`config.mk`:
```
export PLATFORM = sky130hd
export DESIGN_NAME = pwm_audio_dac
export DESIGN_NICKNAME = d
export VERILOG_FILES = /design/src/rtl/pwm_dac_pkg.sv /design/src/rtl/pwm_period_timer.sv /design/src/rtl/pwm_sample_feed.sv /design/src/rtl/pwm_cmp_bank.sv /design/src/rtl/pwm_compare_out.sv /design/src/rtl/pwm_audio_dac.sv
export SDC_FILE = /design/constraint.sdc
export NUM_CORES = 1
export LEC_CHECK = 0
export ABC_AREA = 1
export BUFFER_PORTS_ARGS = -buffer_cell sky130_fd_sc_hd__buf_4
export CAP_MARGIN = 0
export CORE_MARGIN = 2
export CORE_UTILIZATION = 50
export CTS_BUF_LIST = sky130_fd_sc_hd__clkbuf_8
export CTS_CLUSTER_SIZE = 16
export DETAILED_ROUTE_END_ITERATION = 10
export PLACE_DENSITY = 0.78
export SKIP_CTS_REPAIR_TIMING = 1
export SLEW_MARGIN = 15
export SYNTH_ARGS = -nofsm -noshare
export SYNTH_HDL_FRONTEND = slang
export SYNTH_SLANG_ARGS = --single-unit
```
`constraint.sdc`:
```
create_clock -name clk -period 2.2 [get_ports clk]
set_clock_uncertainty 0.2 [all_clocks]
set_input_delay 0.22 -clock clk [delete_from_list [all_inputs] [get_ports clk]]
set_output_delay 0.22 -clock clk [all_outputs]
set_load 0.03 [all_outputs]
```
`src/rtl/pwm_dac_pkg.sv`:
```
package pwm_dac_pkg;
   localparam int NUM_CH    = 2;
   localparam int CH_COARSE = 0;
   localparam int CH_FINE   = 1;

   typedef enum logic [1:0] {
      FEED_HOLD    = 2'd0,
      FEED_BYPASS  = 2'd1,
      FEED_SILENCE = 2'd2
   } feed_src_e;
endpackage

```
`src/rtl/pwm_period_timer.sv`:
```
module pwm_period_timer #(
   parameter int PERIOD       = 544,
   parameter int HOLD_PERIODS = 2,
   parameter int CNT_W        = $clog2(PERIOD)
) (
   input  logic             clk,
   input  logic             rst,
   output logic [CNT_W-1:0] count,
   output logic             wrap,
   output logic             strobe
);
   localparam int PH_W = (HOLD_PERIODS > 1) ? $clog2(HOLD_PERIODS) : 1;

   logic [CNT_W-1:0] cnt_q;
   logic             last_period;

   assign count = cnt_q;
   assign wrap  = (cnt_q == CNT_W'(PERIOD - 1));

   always_ff @(posedge clk) begin
      if (rst)       cnt_q <= '0;
      else if (wrap) cnt_q <= '0;
      else           cnt_q <= cnt_q + 1'b1;
   end

   generate
      if (HOLD_PERIODS > 1) begin : g_multi
         logic [PH_W-1:0] ph_q;
         assign last_period = (ph_q == PH_W'(HOLD_PERIODS - 1));
         always_ff @(posedge clk) begin
            if (rst)
               ph_q <= '0;
            else if (wrap)
               ph_q <= last_period ? '0 : ph_q + 1'b1;
         end
      end else begin : g_single
         assign last_period = 1'b1;
      end
   endgenerate

   assign strobe = last_period && (cnt_q == CNT_W'(PERIOD - 2));
endmodule

```
`src/rtl/pwm_sample_feed.sv`:
```
module pwm_sample_feed
   import pwm_dac_pkg::*;
#(
   parameter int SAMPLE_W = 16
) (
   input  logic                clk,
   input  logic                rst,
   input  logic                strobe,
   input  logic                in_valid,
   input  logic [SAMPLE_W-1:0] in_data,
   output logic                in_ready,
   input  logic                flag_clr,
   output logic [SAMPLE_W-1:0] out_sample,
   output logic                out_silent,
   output logic                flag
);
   logic                full_q;
   logic [SAMPLE_W-1:0] hold_q;
   logic                flag_q;
   logic                accept;
   logic                underrun;
   feed_src_e           src;

   assign in_ready = !full_q || strobe;
   assign accept   = in_valid && in_ready;

   always_comb begin
      if (full_q)        src = FEED_HOLD;
      else if (in_valid) src = FEED_BYPASS;
      else               src = FEED_SILENCE;
   end

   always_comb begin
      case (src)
         FEED_HOLD:   out_sample = hold_q;
         FEED_BYPASS: out_sample = in_data;
         default:     out_sample = '0;
      endcase
   end

   assign out_silent = (src == FEED_SILENCE);
   assign underrun   = strobe && out_silent;

   always_ff @(posedge clk) begin
      if (rst) begin
         full_q <= 1'b0;
         hold_q <= '0;
      end else if (strobe) begin
         full_q <= full_q && accept;
         if (full_q && accept) hold_q <= in_data;
      end else if (accept) begin
         full_q <= 1'b1;
         hold_q <= in_data;
      end
   end

   always_ff @(posedge clk) begin
      if (rst)           flag_q <= 1'b0;
      else if (underrun) flag_q <= 1'b1;
      else if (flag_clr) flag_q <= 1'b0;
   end

   assign flag = flag_q;
endmodule

```
`src/rtl/pwm_cmp_bank.sv`:
```
module pwm_cmp_bank
   import pwm_dac_pkg::*;
#(
   parameter int SAMPLE_W       = 16,
   parameter int CMP_W          = 10,
   parameter int COARSE_BASE    = 120,
   parameter int SILENCE_COARSE = 248,
   parameter int SILENCE_FINE   = 0,
   parameter bit SIGNED_INPUT   = 1'b1
) (
   input  logic                           clk,
   input  logic                           rst,
   input  logic                           strobe,
   input  logic                           wrap,
   input  logic [SAMPLE_W-1:0]            sample,
   input  logic                           silent,
   output logic [NUM_CH-1:0][CMP_W-1:0]   cmp
);
   localparam int HALF_W = SAMPLE_W / 2;

   logic [SAMPLE_W-1:0]          ob;
   logic [NUM_CH-1:0][CMP_W-1:0] conv;
   logic [NUM_CH-1:0][CMP_W-1:0] idle;
   logic [NUM_CH-1:0][CMP_W-1:0] pend_q;
   logic [NUM_CH-1:0][CMP_W-1:0] act_q;

   generate
      if (SIGNED_INPUT) begin : g_signed
         assign ob = {~sample[SAMPLE_W-1], sample[SAMPLE_W-2:0]};
      end else begin : g_unsigned
         assign ob = sample;
      end
   endgenerate

   always_comb begin
      idle[CH_COARSE] = CMP_W'(COARSE_BASE);
      idle[CH_FINE]   = '0;
      if (silent) begin
         conv[CH_COARSE] = CMP_W'(SILENCE_COARSE);
         conv[CH_FINE]   = CMP_W'(SILENCE_FINE);
      end else begin
         conv[CH_COARSE] = CMP_W'(ob[SAMPLE_W-1 -: HALF_W]) + CMP_W'(COARSE_BASE);
         conv[CH_FINE]   = CMP_W'(ob[HALF_W-1:0]);
      end
   end

   always_ff @(posedge clk) begin
      if (rst) begin
         pend_q <= idle;
         act_q  <= idle;
      end else begin
         if (strobe) pend_q <= conv;
         if (wrap)   act_q  <= pend_q;
      end
   end

   assign cmp = act_q;
endmodule

```
`src/rtl/pwm_compare_out.sv`:
```
module pwm_compare_out
   import pwm_dac_pkg::*;
#(
   parameter int CNT_W = 10
) (
   input  logic [CNT_W-1:0]             count,
   input  logic [NUM_CH-1:0][CNT_W-1:0] cmp,
   output logic [NUM_CH-1:0]            pwm
);
   generate
      for (genvar ch = 0; ch < NUM_CH; ch++) begin : g_ch
         assign pwm[ch] = (count < cmp[ch]);
      end
   endgenerate
endmodule

```
`src/rtl/pwm_audio_dac.sv`:
```
module pwm_audio_dac
   import pwm_dac_pkg::*;
#(
   parameter int SAMPLE_W       = 16,
   parameter int PERIOD         = 544,
   parameter int HOLD_PERIODS   = 2,
   parameter int COARSE_BASE    = 120,
   parameter int SILENCE_COARSE = 248,
   parameter int SILENCE_FINE   = 0,
   parameter bit SIGNED_INPUT   = 1'b1
) (
   input  logic                clk,
   input  logic                rst,
   input  logic                smp_valid,
   input  logic [SAMPLE_W-1:0] smp_data,
   output logic                smp_ready,
   input  logic                underrun_clr,
   output logic                req_strobe,
   output logic                underrun_flag,
   output logic                pwm_coarse,
   output logic                pwm_fine
);
   localparam int HALF_W = SAMPLE_W / 2;
   localparam int CNT_W  = $clog2(PERIOD);

   generate
      if (SAMPLE_W % 2 != 0 || SAMPLE_W < 4) begin : g_bad_width
         $error("SAMPLE_W must be even and at least 4");
      end
      if (PERIOD < 4) begin : g_bad_period
         $error("PERIOD must be at least 4");
      end
      if (HOLD_PERIODS < 1) begin : g_bad_hold
         $error("HOLD_PERIODS must be at least 1");
      end
      if (COARSE_BASE < 1 || COARSE_BASE + (1 << HALF_W) - 1 >= PERIOD) begin : g_bad_base
         $error("coarse compare range must be nonzero and fit in a period");
      end
      if (SILENCE_COARSE >= PERIOD || SILENCE_FINE >= PERIOD) begin : g_bad_silence
         $error("silence code must fit in a period");
      end
   endgenerate

   logic [CNT_W-1:0]             count_w;
   logic                         wrap_w;
   logic                         strobe_w;
   logic [SAMPLE_W-1:0]          sample_w;
   logic                         silent_w;
   logic [NUM_CH-1:0][CNT_W-1:0] cmp_w;
   logic [NUM_CH-1:0]            pwm_w;

   pwm_period_timer #(
      .PERIOD       (PERIOD),
      .HOLD_PERIODS (HOLD_PERIODS),
      .CNT_W        (CNT_W)
   ) u_timer (
      .clk    (clk),
      .rst    (rst),
      .count  (count_w),
      .wrap   (wrap_w),
      .strobe (strobe_w)
   );

   pwm_sample_feed #(
      .SAMPLE_W (SAMPLE_W)
   ) u_feed (
      .clk        (clk),
      .rst        (rst),
      .strobe     (strobe_w),
      .in_valid   (smp_valid),
      .in_data    (smp_data),
      .in_ready   (smp_ready),
      .flag_clr   (underrun_clr),
      .out_sample (sample_w),
      .out_silent (silent_w),
      .flag       (underrun_flag)
   );

   pwm_cmp_bank #(
      .SAMPLE_W       (SAMPLE_W),
      .CMP_W          (CNT_W),
      .COARSE_BASE    (COARSE_BASE),
      .SILENCE_COARSE (SILENCE_COARSE),
      .SILENCE_FINE   (SILENCE_FINE),
      .SIGNED_INPUT   (SIGNED_INPUT)
   ) u_bank (
      .clk    (clk),
      .rst    (rst),
      .strobe (strobe_w),
      .wrap   (wrap_w),
      .sample (sample_w),
      .silent (silent_w),
      .cmp    (cmp_w)
   );

   pwm_compare_out #(
      .CNT_W (CNT_W)
   ) u_out (
      .count (count_w),
      .cmp   (cmp_w),
      .pwm   (pwm_w)
   );

   assign req_strobe = strobe_w;
   assign pwm_coarse = pwm_w[CH_COARSE];
   assign pwm_fine   = pwm_w[CH_FINE];
endmodule

```
Yosys cells after proc, flatten, opt, wreduce, memory -nomap -nowiden
Cells that the tools add are included.
Cells by class
  multiplexer cells: 12
  multipliers: 0
  shifts and indexed selects: 0
  $lt $le $gt $ge: 2
  bitwise operators: 1
  add/sub/neg operators: 3
  reduce and logical (&&, ||, !) cells: 11
  div/mod/pow operators: 0
  equality and inequality tests: 5
Operators by type and width (number)
  $mux W16: 3
  $pmux W16 S2: 1
  $eq A10 B10 Y1 const B: 2
  $lt A10 B10 Y1: 2
  $mux W18: 1
  $add A10 B1 Y10 const B: 1
  $add A8 B7 Y9 const B: 1
  $mux W1: 5
  $logic_and A1 B1 Y1: 4
  $mux W2: 2
  $reduce_bool A2 Y1: 2
  $eq A2 B1 Y1 const B: 1
  $eq A2 B2 Y1 const B: 1
  $logic_not A2 Y1: 1
  $ne A2 B2 Y1 const B: 1
  $reduce_and A2 Y1: 1
  $reduce_or A2 Y1: 1
  $add A1 B1 Y1 const B: 1
  $logic_not A1 Y1: 1
  $logic_or A1 B1 Y1: 1
  $not A1 Y1: 1
Storage, ports and cells
  memories kept: 0
  memory bits (writable): 0
  bits in latches: 0
  input bits: 20
  memory bits (read-only): 0
  register bits: 69
  output and inout bits: 5

Longest topological paths before layout
  word-level depth: 7
  mapped depth: 11

Modules after synthesis
A second synthesis with hierarchy kept.
Unflattened totals
  cell total of the unflattened synthesis: 491
  area, all modules: 3428.3 µm²
Modules (own cells, without submodules)
  pwm_cmp_bank: cells an instance 171, times used 1, seq. area each 680.7 µm², area an instance 1297.5 µm²
  pwm_sample_feed: cells an instance 153, times used 1, seq. area each 360.3 µm², area an instance 1018.5 µm²
  pwm_period_timer: cells an instance 80, times used 1, seq. area each 220.2 µm², area an instance 608.1 µm²
  pwm_compare_out: cells an instance 87, times used 1, seq. area each 0.0 µm², area an instance 504.2 µm²

Worst setup path after synthesis
OpenSTA, ideal clock, no wires.
  path kind: reg-to-output
  from: reg u_timer.cnt_q[7], in the netlist u_timer.count[7]
  to: out pwm_coarse
  path buffers: 0
  arrival time: 1484 ps
  stages on the path, launching flop included: 6
  required time: 1780 ps
  path slack: 296 ps
  path through: dfxtp_1 > ha_1 > a21o_1 > a211oi_1 > o21ai_0 > nor2_1
Between the ends
  cells in the longest elaborated chain, start to end: 1
Ends and longest elaborated chain
  start, declared: RTL line pwm_period_timer.sv:14  | logic [CNT_W-1:0] cnt_q;
  start signal, assigned: RTL line pwm_period_timer.sv:23  | else cnt_q <= cnt_q + 1'b1;
  $lt A10 B10 Y1: RTL line pwm_compare_out.sv:12  | assign pwm[ch] = (count < cmp[ch]);
  end, declared: RTL line pwm_audio_dac.sv:20  | output logic pwm_coarse,
No other way between the ends.

Final worst setup path
Same ends and word-level chain as after synthesis.

==> PnR_summary.wiki <==
{| class="wikitable"
! Metric !! Value
|-
| Type of the worst setup path || flop to output pin
|-
| Count of routing violations after the opening detailed-route iteration || 100
|-
| Total routing usage reported by global routing || 20.0%
|-
| Number of clock sinks || 63
|-
| GPL Wtd Cong || 0.847
|-
| Class of the most critical hold timing path || primary input to flop
|-
| CP Launch Type || flop
|-
| CTS tree || built
|-
| Sequential fraction of the synthesis area || 40.0%
|-
| Period utilization || 96.5%
|-
| F_max || 471 MHz
|-
| DR vias || 2807
|-
| Total power per unit cell area || 677 mW/mm^2
|-
| Destination of the worst register-to-register timing path || u_bank.cmp[16]
|-
| Setup tns final || 0 ps
|-
| Number of maximum-capacitance constraint violations || 0
|-
| Worst hold path stage count || 5
|-
| Arrival @ worst endpoint || 1700 ps
|-
| Effective utilization at floorplan || 52.3%
|-
| Yosys warnings || 0
|-
| Most utilized layer in the global route result || met2
|-
| Dominant cells by area after synthesis || sky130_fd_sc_hd__dfxtp_1 40%, sky130_fd_sc_hd__inv_1 8.9%, sky130_fd_sc_hd__nand2_1 8.9%
|-
| Final Cell Area || 0.00383 mm^2
|-
| Worst Slack Setup Final || 77.2 ps
|-
| Area added between synthesis and finish || 21.6%
|-
| Share of final-layout standard cells stronger than drive strength 1 || 18.3%
|-
| Port-buffer cells || 24
|-
| Number of synthesized flops with an enable pin || 0
|-
| Minimum hold slack || 1.66 ps
|-
| Total leakage power || 0.00174 uW
|-
| Wire length per cell || 12.1 um
|-
| Synthesized net count || 479
|-
| Global-route met3 utilization || 6.56%
|-
| Layout filler cell count || 540
|-
| Num ports || 25
|-
| Unrepaired setup endpoints after global routing || yes
|-
| Origin of the critical flop-to-flop path || u_timer.count[1]
|-
| Kind of end point of the critical path || output pin
|-
| Final Critical Period || 2120 ps
|-
| Hold EP || u_feed.hold_q[15]
|-
| Placement-stage cell area || 0.00342 mm^2
|-
| Crit-path max FO || 7
|-
| Global-route wire length before repair || 11.4 mm
|-
| Cell type with the highest aggregate area in the netlist || sky130_fd_sc_hd__dfxtp_1
|-
| Synthesis-stage register bit count || 63
|-
| Die span in y || 83.4 um
|-
| Vias per inst || 5.04
|-
| Detailed-routing iteration count for the pre-antenna-repair pass || 4
|-
| Cell types with the highest counts after synthesis || 75 x sky130_fd_sc_hd__inv_1, 75 x sky130_fd_sc_hd__nand2_1, 63 x sky130_fd_sc_hd__dfxtp_1, 50 x sky130_fd_sc_hd__nor2_1, 33 x sky130_fd_sc_hd__a21oi_1
|-
| Total global routing overflow || 0
|-
| Setup violations, final || 0
|-
| Hold Violations, Final || 0
|-
| Met1 Use GR || 24.7%
|-
| Number of clock buffers inserted by TritonCTS || 9
|-
| Number of buffers between clock root and the deepest sink || 2
|-
| Full die area || 0.00696 mm^2
|-
| Post-layout net count || 515
|-
| Post-detailed-placement half-perimeter wirelength || 4.53 mm
|-
| Post-synthesis instance area || 0.00315 mm^2
|-
| Result of the run || completed
|-
| Total Routed Length || 6.76 mm
|-
| Number of cells on the worst reg-to-reg path || 7
|-
| Post-synthesis cell count || 441
|-
| Portion of synthesized cell area occupied by the leading cell type || 40.0%
|-
| Remaining antenna violation count after routing || 0
|-
| Number of global-route vias before repair || 2636
|-
| Endpoint required time on the critical path || 1780 ps
|-
| Top_reg_cell synth || sky130_fd_sc_hd__dfxtp_1
|-
| Antenna violations before repair || 0
|-
| H-tree depth || 3
|-
| R2R setup slack || 140 ps
|-
| # DRC || 0
|-
| Cell chosen for the clock root || sky130_fd_sc_hd__clkbuf_8
|-
| Avg Cell Area, Syn || 7.15 um^2
|-
| Distinct cells, synth || 34
|-
| Transition at the pin with the smallest max-transition slack || 397 ps
|-
| Beginning of the worst hold path || smp_data[15]
|-
| Clk pin slew, worst setup/hold paths || 70 ps
|-
| Number of standard-cell rows in the floorplan || 28
|-
| Die X-Extent || 83.4 um
|-
| Pin count of the biggest net entering global routing || 24
|-
| Worst slack at placement || 157 ps
|-
| Core region area || 0.00603 mm^2
|-
| FFs w/ async S/R, synth || 0%
|-
| Inserted Diodes || 0
|-
| Global routing usage on met2 || 32.0%
|-
| Total count of max-transition violations in the final report || 0
|-
| Insertion delay of the later-clocked pin in the worst-skew pair || 350 ps
|-
| Highest ir drop seen on vdd || 0.516 mV
|-
| Tightest slew margin relative to the limit || 73.4%
|}
==> state kept, by name, summed over array words and instances, names as in the netlist <==
signal	flops
u_timer.count	10
u_timer.g_multi.ph_q	1
u_feed.hold_q	16
u_feed.flag	1
u_bank.cmp	17
u_bank.pend_q	17
u_feed.full_q	1
==> cell usage in the layout (no fill, tap or decap), drive strengths merged <==
cell type / synthesis / layout
a21oi: 33 / 33
bufinv: 0 / 2
a31oi: 1 / 1
o211ai: 5 / 5
nand4: 20 / 20
a21o: 1 / 1
dfxtp: 63 / 63
xor2: 3 / 3
buf: 12 / 42
nand3: 14 / 14
a211oi: 1 / 1
nand2: 78 / 78
o21ai: 32 / 32
clkinvlp: 0 / 2
clkinv: 2 / 5
inv: 79 / 78
dlygate4sd3: 0 / 2
xnor2: 2 / 2
ha: 18 / 18
nor2: 52 / 52
o22ai: 12 / 12
o21a: 1 / 1
clkbuf: 7 / 10
or2: 1 / 1
nor3: 2 / 2
nor4: 2 / 2
==> cell families (layout without fill, tap and decap cells) <==
| kind of cell | count (synthesis) | after routing | synth area share [%] |
|---|---|---|---|
| buffers and inverters | 100 | 141 | 12.7 |
| xor gates and xnor gates | 5 | 5 | 1.39 |
| and+or+nand+nor | 169 | 169 | 24.0 |
| adders and majority gates | 18 | 18 | 7.14 |
| DFF | 63 | 63 | 40.0 |
| AOI/OAI and AO/OA | 86 | 86 | 14.8 |
==> stage by stage <==
step / instances / total power [uW] / utilization [%]
floorplan: 441 / 1410 / -
global placement: 533 / 1480 / 56.8
detailed placement: 533 / 1490 / 56.8
CTS: 549 / 2610 / 60.5
global route: 557 / 2710 / 63.6
finish: 557 / 2600 / 63.6
==> how the worst max path moves through the flow <==
stage / start / endpoint / slack, ps / cells past startpoint
floorplan: u_timer.count[7] / pwm_coarse / 300 / 5
global placement: u_timer.count[1] / u_timer.count[6] / 190 / 7
detailed placement: u_timer.count[1] / u_timer.count[6] / 160 / 7
CTS: u_timer.count[7] / pwm_coarse / -120 / 6
global route: u_timer.count[1] / u_bank.cmp[16] / -40 / 7
finish: u_timer.count[7] / pwm_coarse / 80 / 6
==> worst max-delay path, stage by stage, from the launching register on <==
cell	delay, ps
sky130_fd_sc_hd__dfxtp_4	420
sky130_fd_sc_hd__ha_4	220
sky130_fd_sc_hd__a21o_1	170
sky130_fd_sc_hd__a211oi_2	160
sky130_fd_sc_hd__o21ai_1	80
sky130_fd_sc_hd__nor2_1	130
sky130_fd_sc_hd__buf_4	170
==> layer usage <==
metal / routed length, um / up-vias / share of wire (%)
met5: 0 / - / 0
met4: 87 / 0 / 1.3
met3: 304 / 8 / 4.5
met2: 3340 / 60 / 49
met1: 3030 / 1249 / 45
li1: - / 1490 / -
==> power breakdown <==
group	internal [uW]	switching, uW	leakage, uW
logic	117	176	0.00111
clock network	664	454	0.000116
registers	1170	15.5	0.000515
==> final cells by class <==
| type | count | area (um^2) | share of cell area [%] |
|---|---|---|---|
| Inverter | 81 | 312 | 8.12 |
| Clock buffer | 10 | 138 | 3.59 |
| Tap cell | 75 | 93.8 | 2.45 |
| Sequential cell | 63 | 1270 | 33.1 |
| Multi-Input combinational cell | 278 | 1600 | 41.7 |
| Clock inverter | 6 | 83.8 | 2.19 |
| Timing Repair Buffer | 44 | 339 | 8.84 |
Power figures use the tool's default switching activity.
